--- config.mk ---
export PLATFORM = sky130hd
export DESIGN_NAME = h2s_widen
export DESIGN_NICKNAME = d
export VERILOG_FILES = /design/src/rtl/h2s_pkg.sv /design/src/rtl/h2s_classify.sv /design/src/rtl/h2s_lzc.sv /design/src/rtl/h2s_lshift.sv /design/src/rtl/h2s_assemble.sv /design/src/rtl/h2s_widen.sv
export SDC_FILE = /design/constraint.sdc
export NUM_CORES = 1
export LEC_CHECK = 0
export BUFFER_PORTS_ARGS = -buffer_cell sky130_fd_sc_hd__buf_2
export CAP_MARGIN = 15
export CORE_UTILIZATION = 50
export DETAILED_ROUTE_END_ITERATION = 8
export PLACE_DENSITY = 0.84
export RECOVER_POWER = 50
export SYNTH_ARGS = -nofsm -noshare
export SYNTH_HDL_FRONTEND = slang
export SYNTH_HIERARCHICAL = 1
export SYNTH_SLANG_ARGS = --single-unit
--- constraint.sdc ---
create_clock -name clk -period 1.26 [get_ports clk]
set_input_delay 0.189 -clock clk [delete_from_list [all_inputs] [get_ports clk]]
set_output_delay 0.189 -clock clk [all_outputs]
set_load 0.01 [all_outputs]
--- src/rtl/h2s_pkg.sv ---
package h2s_pkg;

  localparam int HALF_EXP_W  = 5;
  localparam int HALF_FRAC_W = 10;
  localparam int HALF_W      = 1 + HALF_EXP_W + HALF_FRAC_W;
  localparam int HALF_BIAS   = (1 << (HALF_EXP_W - 1)) - 1;

  localparam int SGL_EXP_W   = 8;
  localparam int SGL_FRAC_W  = 23;
  localparam int SGL_W       = 1 + SGL_EXP_W + SGL_FRAC_W;
  localparam int SGL_BIAS    = (1 << (SGL_EXP_W - 1)) - 1;

  localparam int PAD_W       = SGL_FRAC_W - HALF_FRAC_W;
  localparam int REBIAS      = SGL_BIAS - HALF_BIAS;
  localparam int LZ_W        = $clog2(HALF_FRAC_W + 1);

  typedef enum logic [1:0] {
    CLS_ZERO    = 2'd0,
    CLS_SUBNORM = 2'd1,
    CLS_NORMAL  = 2'd2,
    CLS_SPECIAL = 2'd3
  } fp_class_e;

  typedef struct packed {
    logic                   sign;
    logic [HALF_EXP_W-1:0]  exp;
    logic [HALF_FRAC_W-1:0] frac;
  } half_t;

  typedef struct packed {
    logic                  sign;
    logic [SGL_EXP_W-1:0]  exp;
    logic [SGL_FRAC_W-1:0] frac;
  } single_t;

endpackage

--- src/rtl/h2s_classify.sv ---
module h2s_classify
  import h2s_pkg::*;
(
  input  logic [HALF_W-1:0]      op,
  output half_t                  fields,
  output fp_class_e              cls,
  output logic                   frac_nz
);

  logic exp_zero;
  logic exp_ones;

  always_comb begin
    fields   = half_t'(op);
    exp_zero = (fields.exp == '0);
    exp_ones = (fields.exp == '1);
    frac_nz  = (fields.frac != '0);
    if (exp_ones)
      cls = CLS_SPECIAL;
    else if (exp_zero && frac_nz)
      cls = CLS_SUBNORM;
    else if (exp_zero)
      cls = CLS_ZERO;
    else
      cls = CLS_NORMAL;
  end

endmodule

--- src/rtl/h2s_lzc.sv ---
module h2s_lzc #(
  parameter int W  = 10,
  localparam int CW = $clog2(W + 1)
) (
  input  logic [W-1:0]  vec,
  output logic [CW-1:0] count
);

  always_comb begin
    count = CW'(W);
    for (int i = 0; i < W; i++) begin
      if (vec[i])
        count = CW'(W - 1 - i);
    end
  end

endmodule

--- src/rtl/h2s_lshift.sv ---
module h2s_lshift #(
  parameter int W  = 10,
  parameter int SW = 4
) (
  input  logic [W-1:0]  din,
  input  logic [SW-1:0] amt,
  output logic [W-1:0]  dout
);

  logic [W-1:0] stage [0:SW];

  assign stage[0] = din;

  for (genvar k = 0; k < SW; k++) begin : g_stage
    assign stage[k+1] = amt[k] ? (stage[k] << (2 ** k)) : stage[k];
  end

  assign dout = stage[SW];

endmodule

--- src/rtl/h2s_assemble.sv ---
module h2s_assemble
  import h2s_pkg::*;
(
  input  half_t                  fields,
  input  fp_class_e              cls,
  input  logic                   frac_nz,
  input  logic [LZ_W-1:0]        lead_zeros,
  input  logic [HALF_FRAC_W-1:0] sub_frac,
  output single_t                result
);

  localparam logic [SGL_EXP_W-1:0] REBIAS_C = SGL_EXP_W'(REBIAS);
  localparam logic [PAD_W-1:0]     PAD_ONES = '1;

  logic [SGL_EXP_W-1:0] exp_norm;
  logic [SGL_EXP_W-1:0] exp_sub;

  always_comb begin
    exp_norm = SGL_EXP_W'(fields.exp) + REBIAS_C;
    exp_sub  = REBIAS_C - SGL_EXP_W'(lead_zeros);
    result.sign = fields.sign;
    unique case (cls)
      CLS_ZERO: begin
        result.exp  = '0;
        result.frac = '0;
      end
      CLS_SUBNORM: begin
        result.exp  = exp_sub;
        result.frac = {sub_frac, {PAD_W{1'b0}}};
      end
      CLS_NORMAL: begin
        result.exp  = exp_norm;
        result.frac = {fields.frac, {PAD_W{1'b0}}};
      end
      default: begin
        result.exp  = '1;
        result.frac = frac_nz ? {fields.frac, PAD_ONES} : '0;
      end
    endcase
  end

endmodule

--- src/rtl/h2s_widen.sv ---
module h2s_widen
  import h2s_pkg::*;
(
  input  logic              clk,
  input  logic              rst_n,
  input  logic              in_valid,
  input  logic [HALF_W-1:0] in_data,
  output logic              out_valid,
  output logic [SGL_W-1:0]  out_data
);

  half_t                  fields;
  fp_class_e              cls;
  logic                   frac_nz;
  logic [LZ_W-1:0]        lead_zeros;
  logic [LZ_W-1:0]        shamt;
  logic [HALF_FRAC_W-1:0] sub_frac;
  single_t                widened;

  logic                   valid_q, valid_d;
  logic [SGL_W-1:0]       data_q,  data_d;

  h2s_classify u_classify (
    .op      (in_data),
    .fields  (fields),
    .cls     (cls),
    .frac_nz (frac_nz)
  );

  h2s_lzc #(.W(HALF_FRAC_W)) u_lzc (
    .vec   (fields.frac),
    .count (lead_zeros)
  );

  assign shamt = lead_zeros + LZ_W'(1);

  h2s_lshift #(.W(HALF_FRAC_W), .SW(LZ_W)) u_lshift (
    .din  (fields.frac),
    .amt  (shamt),
    .dout (sub_frac)
  );

  h2s_assemble u_assemble (
    .fields     (fields),
    .cls        (cls),
    .frac_nz    (frac_nz),
    .lead_zeros (lead_zeros),
    .sub_frac   (sub_frac),
    .result     (widened)
  );

  always_comb begin
    valid_d = in_valid;
    data_d  = data_q;
    if (in_valid)
      data_d = SGL_W'(widened);
  end

  always_ff @(posedge clk or negedge rst_n) begin
    if (!rst_n) begin
      valid_q <= 1'b0;
      data_q  <= '0;
    end else begin
      valid_q <= valid_d;
      data_q  <= data_d;
    end
  end

  assign out_valid = valid_q;
  assign out_data  = data_q;

endmodule

Word-level counts from Yosys, hierarchy flattened:

Cells that the tools add are included.

* register bits: 33
* input bits: 19
* output and inout bits: 33
* logic and storage cells: 31

* add/subtract/negate cells: 3
* eq/ne operators: 3
* muxes and demuxes: 19
* reduce and logical (&&, ||, !) cells: 4

Operators with widths (count)
* one-hot mux 31 bit (3 select lines): 1
* two-way mux 10 bit: 4
* two-way mux 4 bit: 8
* two-way mux 23 bit: 1
* two-way mux 2 bit: 5
* nonzero test 10 bit: 1
* adder 5 x 7 -> 8 bit, second input constant: 1
* subtractor 7 x 4 -> 8 bit, first input constant: 1
* == test 5 bit, second input constant: 1
* zero test 5 bit: 1
* adder 4 x 1 -> 4 bit, second input constant: 1
* == test 2 x 1 -> 1 bit, second input constant: 1
* == test 2 bit, second input constant: 1
* zero test 2 bit: 1
* logical AND 1 bit: 1

Depth between registers and ports, before layout:

Gate-level depths: netlist of the first run.

* depth in word-level cells: 16
* gate-level depth with buffers: 13
* mapped depth without buffers: 11

Cells and area by module:

The synthesis of the first run kept the hierarchy.

By module, submodules not included
* h2s_widen: times used 1, cells each 74, area each 1408.9 µm², sequential area each 825.8 µm²
* h2s_lshift: times used 1, cells each 50, area each 402.9 µm², sequential area each 0.0 µm²
* h2s_assemble: times used 1, cells each 52, area each 391.6 µm², sequential area each 0.0 µm²
* h2s_classify: times used 1, cells each 28, area each 177.7 µm², sequential area each 0.0 µm²
* h2s_lzc: times used 1, cells each 17, area each 97.6 µm², sequential area each 0.0 µm²

Least setup slack after synthesis of the first run:

OpenSTA, ideal clock, no wires.

* path type: input-to-reg
* from: input port in_data[1]
* to: register data_q[17], in the netlist out_data[17]
* setup time: 0.125 ns
* arrival time: 2.526 ns
* required time: 1.135 ns
* setup slack: -1.391 ns
* stages: 13
* cell sequence: buf_4 -> nand2b_1 -> a221o_1 -> a221oi_2 -> ha_1 -> xor2_1 -> buf_6 -> mux2i_1 -> o22ai_1 -> mux2i_1 -> nor2_1 -> a22o_1 -> mux2_4

RTL lines
* start, declared: line h2s_widen.sv:7 `input logic [HALF_W-1:0] in_data,`
* end signal, assigned: line h2s_widen.sv:65 `data_q <= data_d;`
* end, declared: line h2s_widen.sv:21 `logic [SGL_W-1:0] data_q, data_d;`

==> impl_metrics.json, run 1 <==
{
  "r2r_end": "out_data[30]",
  "rsz0062_at_grt": "yes",
  "power_density_nw_per_um2": 971,
  "worst_path_most_repeated_cell": "buf_6",
  "synth_area_um2": 2480,
  "antenna_cells": 0,
  "routabilityCongestion": 0.894,
  "syn_area_per_cell_um2": 11.2,
  "grt_usage_pct": 22.6,
  "status": "complete, but fails checks",
  "hold_path_startpoint": "in_data[15]",
  "synth-simple-area-share_pct": 9.39,
  "min_to": "out_data[31]",
  "cts_tree": "done",
  "ys_warn_count": 6,
  "cts_buffer_depth": 2,
  "tightest_slew_ns": 0.708,
  "synth_area_leader_cell": "dfrtp_1",
  "final_util_pct": 68.3,
  "clk_latency_ns": 0.27,
  "ys_seq_elements": 33,
  "muxShareOfSynthArea_pct": 27.0,
  "fill_cells": 359,
  "synth_area_leaders": "dfrtp_1 33%, mux2_4 18%, buf_4 9.1%, mux2i_1 5.7%, a22o_1 3.5%",
  "peakVddDrop_v": 0.000577,
  "rows": 25,
  "synth_fa_ha_area_share_pct": 1.01,
  "synth_compound_area_share_pct": 10.9,
  "rrSetupSlack_ns": 0.46,
  "synth_xor_area_share_pct": 1.41,
  "finalWirelength_um": 5860,
  "yosysMostFrequentCell": "dfrtp_1",
  "post_synth_inst_count": 221,
  "ioPinCount": 52,
  "final_area_um2": 3250,
  "rr_worst_depth": 1,
  "grt_pass1_vias": 1874,
  "slew_headroom_pct": 52.8,
  "fmax_ghz": 0.400,
  "post_drt_wl_per_cell_um": 16.2,
  "num-nets-final": 314,
  "numCtsBuffers": 5,
  "drtPass1Iterations": 4,
  "htree_levels": 2,
  "finalCritPeriodShare_pct": 199,
  "grt_pass1_wl_um": 9090,
  "critPathRequiredTime_ns": 1.42,
  "place_area_um2": 2800,
  "die_area_um2": 5240,
  "initial_core_util_pct": 52.1,
  "drv_cap": 0,
  "drt_iter0_drc": 128,
  "synthTopCellsByCount": "33 x dfrtp_1, 30 x buf_4, 30 x mux2_4",
  "cp_max_fo": 5,
  "final-max-slew-violation-count": 0,
  "grt_max_degree": 34,
  "fin_crit_ns": 2.50,
  "cts_root_buf": "clkbuf_8",
  "power_leakage_nw": 1.66,
  "syn2layout_area_growth_pct": 31.0,
  "ant_nets": 0,
  "arrival_ns": 2.67,
  "synth_top_area_share_pct": 33.3,
  "cp-start-kind": "input port",
  "slowest_stage": "mux2i_1",
  "portBuffers": 51,
  "vias": 1929,
  "finalHoldViolCount": 0,
  "worstHoldPathType": "input port to flip-flop",
  "ys.flop_type": "dfrtp_1",
  "overflow": 0,
  "setup_viol": 31,
  "post-route-worst-setup-slack_ns": -1.24,
  "antenna_found_initial": 0,
  "drive_above_1_share_pct": 60.5,
  "cts_sinks": 33,
  "async_flop_share_pct": 100,
  "r2r_start": "out_data[30]",
  "synth_seq_area_share_pct": 33.3,
  "die_y_um": 72.4,
  "die_w_um": 72.4,
  "end_kind": "flip-flop",
  "synth_top_family_by_area": "multiplexers",
  "worst-setup-path-type": "input port to flip-flop",
  "synth_edf_count": 0,
  "core-area_um2": 4750,
  "finClkSkew_ns": 0,
  "clkSlewWorstSetupHoldPaths_ns": 0.07,
  "dp_hpwl_um": 3640,
  "worstPathCellList": "buf_6, nand2b_4, a221o_1, a221oi_4, buf_4, buf_6, inv_1, mux2i_1, mux2_2, or2_1, a21oi_1, a22o_1, mux2_4",
  "hold_depth": 2,
  "drc": 0,
  "yosysUniqueCellTypes": 42,
  "critPathMaxStageDelay_ns": 0.42,
  "syn_nets": 242,
  "vias_per_cell": 5.34,
  "failed_checks": "setup timing"
}
## worst max-delay path by stage
| stage | startpoint | to | slack [ns] | cells after the start |
|---|---|---|---|---|
| after detailed placement | in_data[1] | out_data[18] | -1.45 | 13 |
| after floorplan | in_data[1] | out_data[17] | -1.34 | 13 |
| after CTS | in_data[1] | out_data[17] | -1.10 | 13 |
| final | in_data[1] | out_data[20] | -1.24 | 13 |
| after global routing | in_data[1] | out_data[17] | -1.30 | 13 |
| after global placement | in_data[1] | out_data[17] | -1.36 | 13 |
## what timing repair did
item                                   in CTS  in global routing
endpoints found under the hold margin      33                  0
hold buffers                                1                  0
resized for setup                          41                 18
buffers inserted                           15                  6
gates cloned                                2                  0
setup endpoints to repair                  31                 31
pin swaps                                  12                  9
## stage by stage
stage               hold slack, ns  cells  setup slack [ns]  power (mW)  TNS, ns
finish                       0.138    361             -1.24        3.15   -19.02
global route                 0.144    361             -1.30        3.28   -20.66
CTS                          0.134    361             -1.10        3.12   -26.74
detailed placement           0.226    335             -1.45        2.02   -28.47
global placement             0.223    335             -1.36        1.99   -27.23
floorplan                   -0.107    221             -1.34        1.81   -18.45
## layer usage
| layer | track usage (%) | vias to the layer above | share of wire (%) | wire (um) |
|---|---|---|---|---|
| met5 | 0 | - | 0 | 0 |
| met4 | 9.15 | 0 | 1.5 | 89 |
| met3 | 3.33 | 12 | 5.4 | 316 |
| met2 | 37.0 | 75 | 52 | 3060 |
| met1 | 30.1 | 946 | 41 | 2390 |
| li1 | - | 896 | - | - |
## layout make-up
cell class,instances,area [um2],area share [%]
Multi-Input combinational cell,138,1400,43.0
Inverter,8,35.0,1.08
Tap cell,67,83.8,2.58
Clock buffer,7,86.3,2.66
Sequential cell,33,826,25.4
Clock inverter,1,30.0,0.925
Timing Repair Buffer,107,788,24.3
## layout by cell type, fill, tap and decap left out, drive strengths merged, types with 2 or more instances in the layout
cell / n
xor2: 3
nor4: 3
nor2b: 4
a2111oi: 2
and3: 2
ha: 2
dfrtp: 33
o22ai: 2
nand2b: 2
nor2: 19
buf: 106
mux2: 33
mux2i: 14
mux4: 2
o21ai: 2
clkbuf: 7
nand3: 2
nand2: 8
nor3: 4
a21oi: 11
and4: 2
inv: 8
a22o: 10
## worst max-delay path, delay by kind of cell
family | cells | cell delay [ns]
mux | 3 | 0.91
buf+inv | 4 | 0.43
compound gates | 4 | 0.90
simple gates | 2 | 0.24
## registers in the layout, summed over array words and instances, names as in the netlist
name       flops
out_data      32
out_valid      1
## report_power, final
| part | switching, mW | internal (mW) | total (mW) | leakage, nW |
|---|---|---|---|---|
| Clock | 0.364 | 0.644 | 1.01 | 0.0585 |
| Combinational | 0.428 | 0.516 | 0.943 | 1.19 |
| Sequential | 0.0536 | 1.15 | 1.20 | 0.413 |
## kinds of logic (layout without fill, tap and decap cells)
logic type	Yosys count	after routing
AOI/OAI and AO/OA	35	35
xor gates and xnor gates	4	4
adders and majority gates	2	2
buffers and inverters	51	123
DFF	33	33
muxes	49	49
and+or+nand+nor	47	48
(Power assumes the default switching activity.)
==> run 2: changes to the inputs <==
- PLACE_DENSITY: 0.84 -> 0.89
- SYNTH_HIERARCHICAL: 1 -> default
==> run 2 against run 1 <==
Against the previous run: the flow still finishes with violations (setup timing); wire length is 0.15% higher; sequential power is 38% lower; largest cell class unchanged; critical path type unchanged; sequential cell count is 13 lower; non-clock buffer count is 6 higher; clock power is 71% lower; sequential share of layout area is 6.4 points lower; via count is 4.7% higher.
==> impl_metrics.json, run 2 <==
{
  "cts_buffer_depth": 2,
  "fmax_ghz": 0.456,
  "power_leakage_nw": 1.19,
  "status": "complete, but fails checks",
  "die_area_um2": 3500,
  "vias": 2019,
  "final_common_cell": "buf_4",
  "drv_cap": 0,
  "ioPinCount": 52,
  "routabilityCongestion": 0.891,
  "synth_area_um2": 1640,
  "peakVddDrop_v": 0.000433,
  "synth_seq_area_share_pct": 30.6,
  "seqPwrFrac_pct": 37.5,
  "die_y_um": 59.2,
  "synthTopCellsByCount": "29 x nor2_1, 20 x dfrtp_1, 17 x a21oi_1",
  "vias_per_cell": 6.10,
  "finClkSkew_ns": 0,
  "place_area_um2": 2260,
  "arrival_ns": 2.37,
  "grt_pass1_wl_um": 8420,
  "synth_edf_count": 0,
  "ys_warn_count": 0,
  "synth_top_area_share_pct": 30.6,
  "overflow": 0,
  "largest_reg_flops": 19,
  "ys_seq_elements": 20,
  "failed_checks": "setup timing",
  "finalHoldViolCount": 0,
  "fin_crit_ns": 2.19,
  "post-route-worst-setup-slack_ns": -0.931,
  "die_w_um": 59.2,
  "syn2layout_area_growth_pct": 61.1,
  "post_synth_inst_count": 195,
  "critPathRequiredTime_ns": 1.44,
  "yosysMostFrequentCell": "nor2_1",
  "syn_area_per_cell_um2": 8.39,
  "ys.flop_type": "dfrtp_1",
  "numCtsBuffers": 3,
  "worst-setup-path-type": "input port to flip-flop",
  "grt_usage_pct": 32.7,
  "htree_levels": 1,
  "end_kind": "flip-flop",
  "synth_area_leader_cell": "dfrtp_1",
  "power_frac_comb_pct": 47.5,
  "drive_above_1_share_pct": 57.1,
  "power_density_nw_per_um2": 746,
  "cp-start-kind": "input port",
  "grt_max_degree": 21,
  "final-max-slew-violation-count": 0,
  "rrSetupSlack_ns": 0.16,
  "slew_headroom_pct": 67.0,
  "clkSlewWorstSetupHoldPaths_ns": 0.09,
  "drtPass1Iterations": 5,
  "worstHoldPathType": "input port to flip-flop",
  "antenna_found_initial": 0,
  "cts_tree": "done",
  "cts_sinks": 20,
  "initial_core_util_pct": 53.1,
  "hold_ws_ns": 0.133,
  "ant_nets": 0,
  "setup_viol": 16,
  "cp_max_fo": 3,
  "internal_power_mw": 1.26,
  "rows": 20,
  "pwr-share-clk_pct": 15.0,
  "num-nets-final": 310,
  "antenna_cells": 0,
  "syn_nets": 216,
  "yosysUniqueCellTypes": 52,
  "async_flop_share_pct": 100,
  "drt_iter0_drc": 142,
  "final_area_um2": 2630,
  "grt_pass1_vias": 1817,
  "rsz0062_at_grt": "yes",
  "tightest_slew_ns": 0.495,
  "setup_tns_ns": -8.23,
  "core-area_um2": 3080,
  "layout_common_cells": "50 x buf_4, 39 x buf_2, 23 x nor2_1",
  "final_util_pct": 85.6,
  "synth_area_leaders": "dfrtp_1 31%, nor2_1 6.7%, buf_4 6.0%, a21oi_1 5.2%, o21ai_0 3.7%",
  "dp_hpwl_um": 3690,
  "p_sw_share_pct": 35.7,
  "switchingPower_mw": 0.701,
  "post_drt_wl_per_cell_um": 17.7,
  "finalCritPeriodShare_pct": 174,
  "clk_latency_ns": 0.30,
  "finalWirelength_um": 5870,
  "drc": 0,
  "portBuffers": 51,
  "cts_root_buf": "clkbuf_4"
}
[run 2: changes by cell type after synthesis, sizes merged, moves of 5 or more]
| cell | before | now |
|---|---|---|
| a21oi | 11 | 18 |
| a22o | 10 | 1 |
| a22oi | 0 | 6 |
| buf | 41 | 17 |
| clkbuf | 2 | 7 |
| dfrtp | 33 | 20 |
| mux2 | 33 | 4 |
| mux2i | 14 | 5 |
| nor2 | 19 | 29 |
| o21ai | 2 | 13 |
[run 2: cell families (layout without fill, tap and decap cells)]
group | count (synthesis) | count (layout) | synth area share (%)
AND/OR/NAND/NOR | 63 | 63 | 20.6
AO/OA/AOI/OAI | 62 | 62 | 26.3
buffers and inverters | 35 | 127 | 11.7
flip-flops | 20 | 20 | 30.6
multiplexers | 10 | 10 | 7.19
XOR/XNOR | 3 | 3 | 2.07
adder cells (fa/ha/maj) | 2 | 2 | 1.53
[run 2: power by group through the flow]
stage	logic, mW	clock network (mW)	registers (mW)
2_1_floorplan	0.400	0	0.777
3_3_place_gp	0.713	0	0.746
3_5_place_dp	0.732	0	0.746
4_1_cts	0.819	0.288	0.734
5_1_grt	0.988	0.309	0.746
6_report	0.933	0.295	0.738
[run 2: final timing paths]
kind | to | from | depth (start not counted)
max | out_data[20] | in_data[1] | 10
min | out_data[31] | in_data[15] | 2
max reg2reg | out_data[18] | out_data[18] | 2
min reg2reg | out_data[13] | out_data[13] | 1
max in group asynchronous | out_data[12] | rst_n | 2
min in group asynchronous | out_data[16] | rst_n | 2
[run 2: timing repair]
item | CTS | global route
pin swaps | 21 | 6
endpoints found under the setup margin | 16 | 30
resized for setup | 40 | 22
endpoints found under the hold margin | 20 | 0
hold buffers | 1 | 0
buffers inserted | 10 | 4
cloned | 0 | 0
[run 2: final cells by class]
type	instances	area [um2]
repair buffers	113	813
flip-flops and latches	20	502
fillers	151	444
multi-input cells	140	1180
clock buffers	3	22.5
inverters	11	56.3
well taps	44	55.1
[run 2: metrics by stage]
step	power [mW]	setup slack (ns)	instances
3_3_place_gp	1.46	-1.07	316
2_1_floorplan	1.18	-1.18	195
4_1_cts	1.84	-0.713	328
6_report	1.97	-0.931	331
5_1_grt	2.04	-0.973	331
3_5_place_dp	1.48	-1.14	316
[run 2: worst max-delay path, cell delays in order]
cell and delay [ns]:
buf_6 0.10, nand2b_4 0.14, a221oi_4 0.30, o21ai_4 0.11, ha_4 0.29, clkinv_8 0.06
mux4_2 0.49, a311oi_2 0.29, nor2_1 0.11, o31ai_1 0.29
[run 2: layer usage]
layer	wire (um)	up-vias	GRT usage, %
met2	2890	156	54.6
met5	0	-	0
met4	294	0	20.4
met3	458	36	4.37
met1	2230	936	39.5
li1	-	891	-
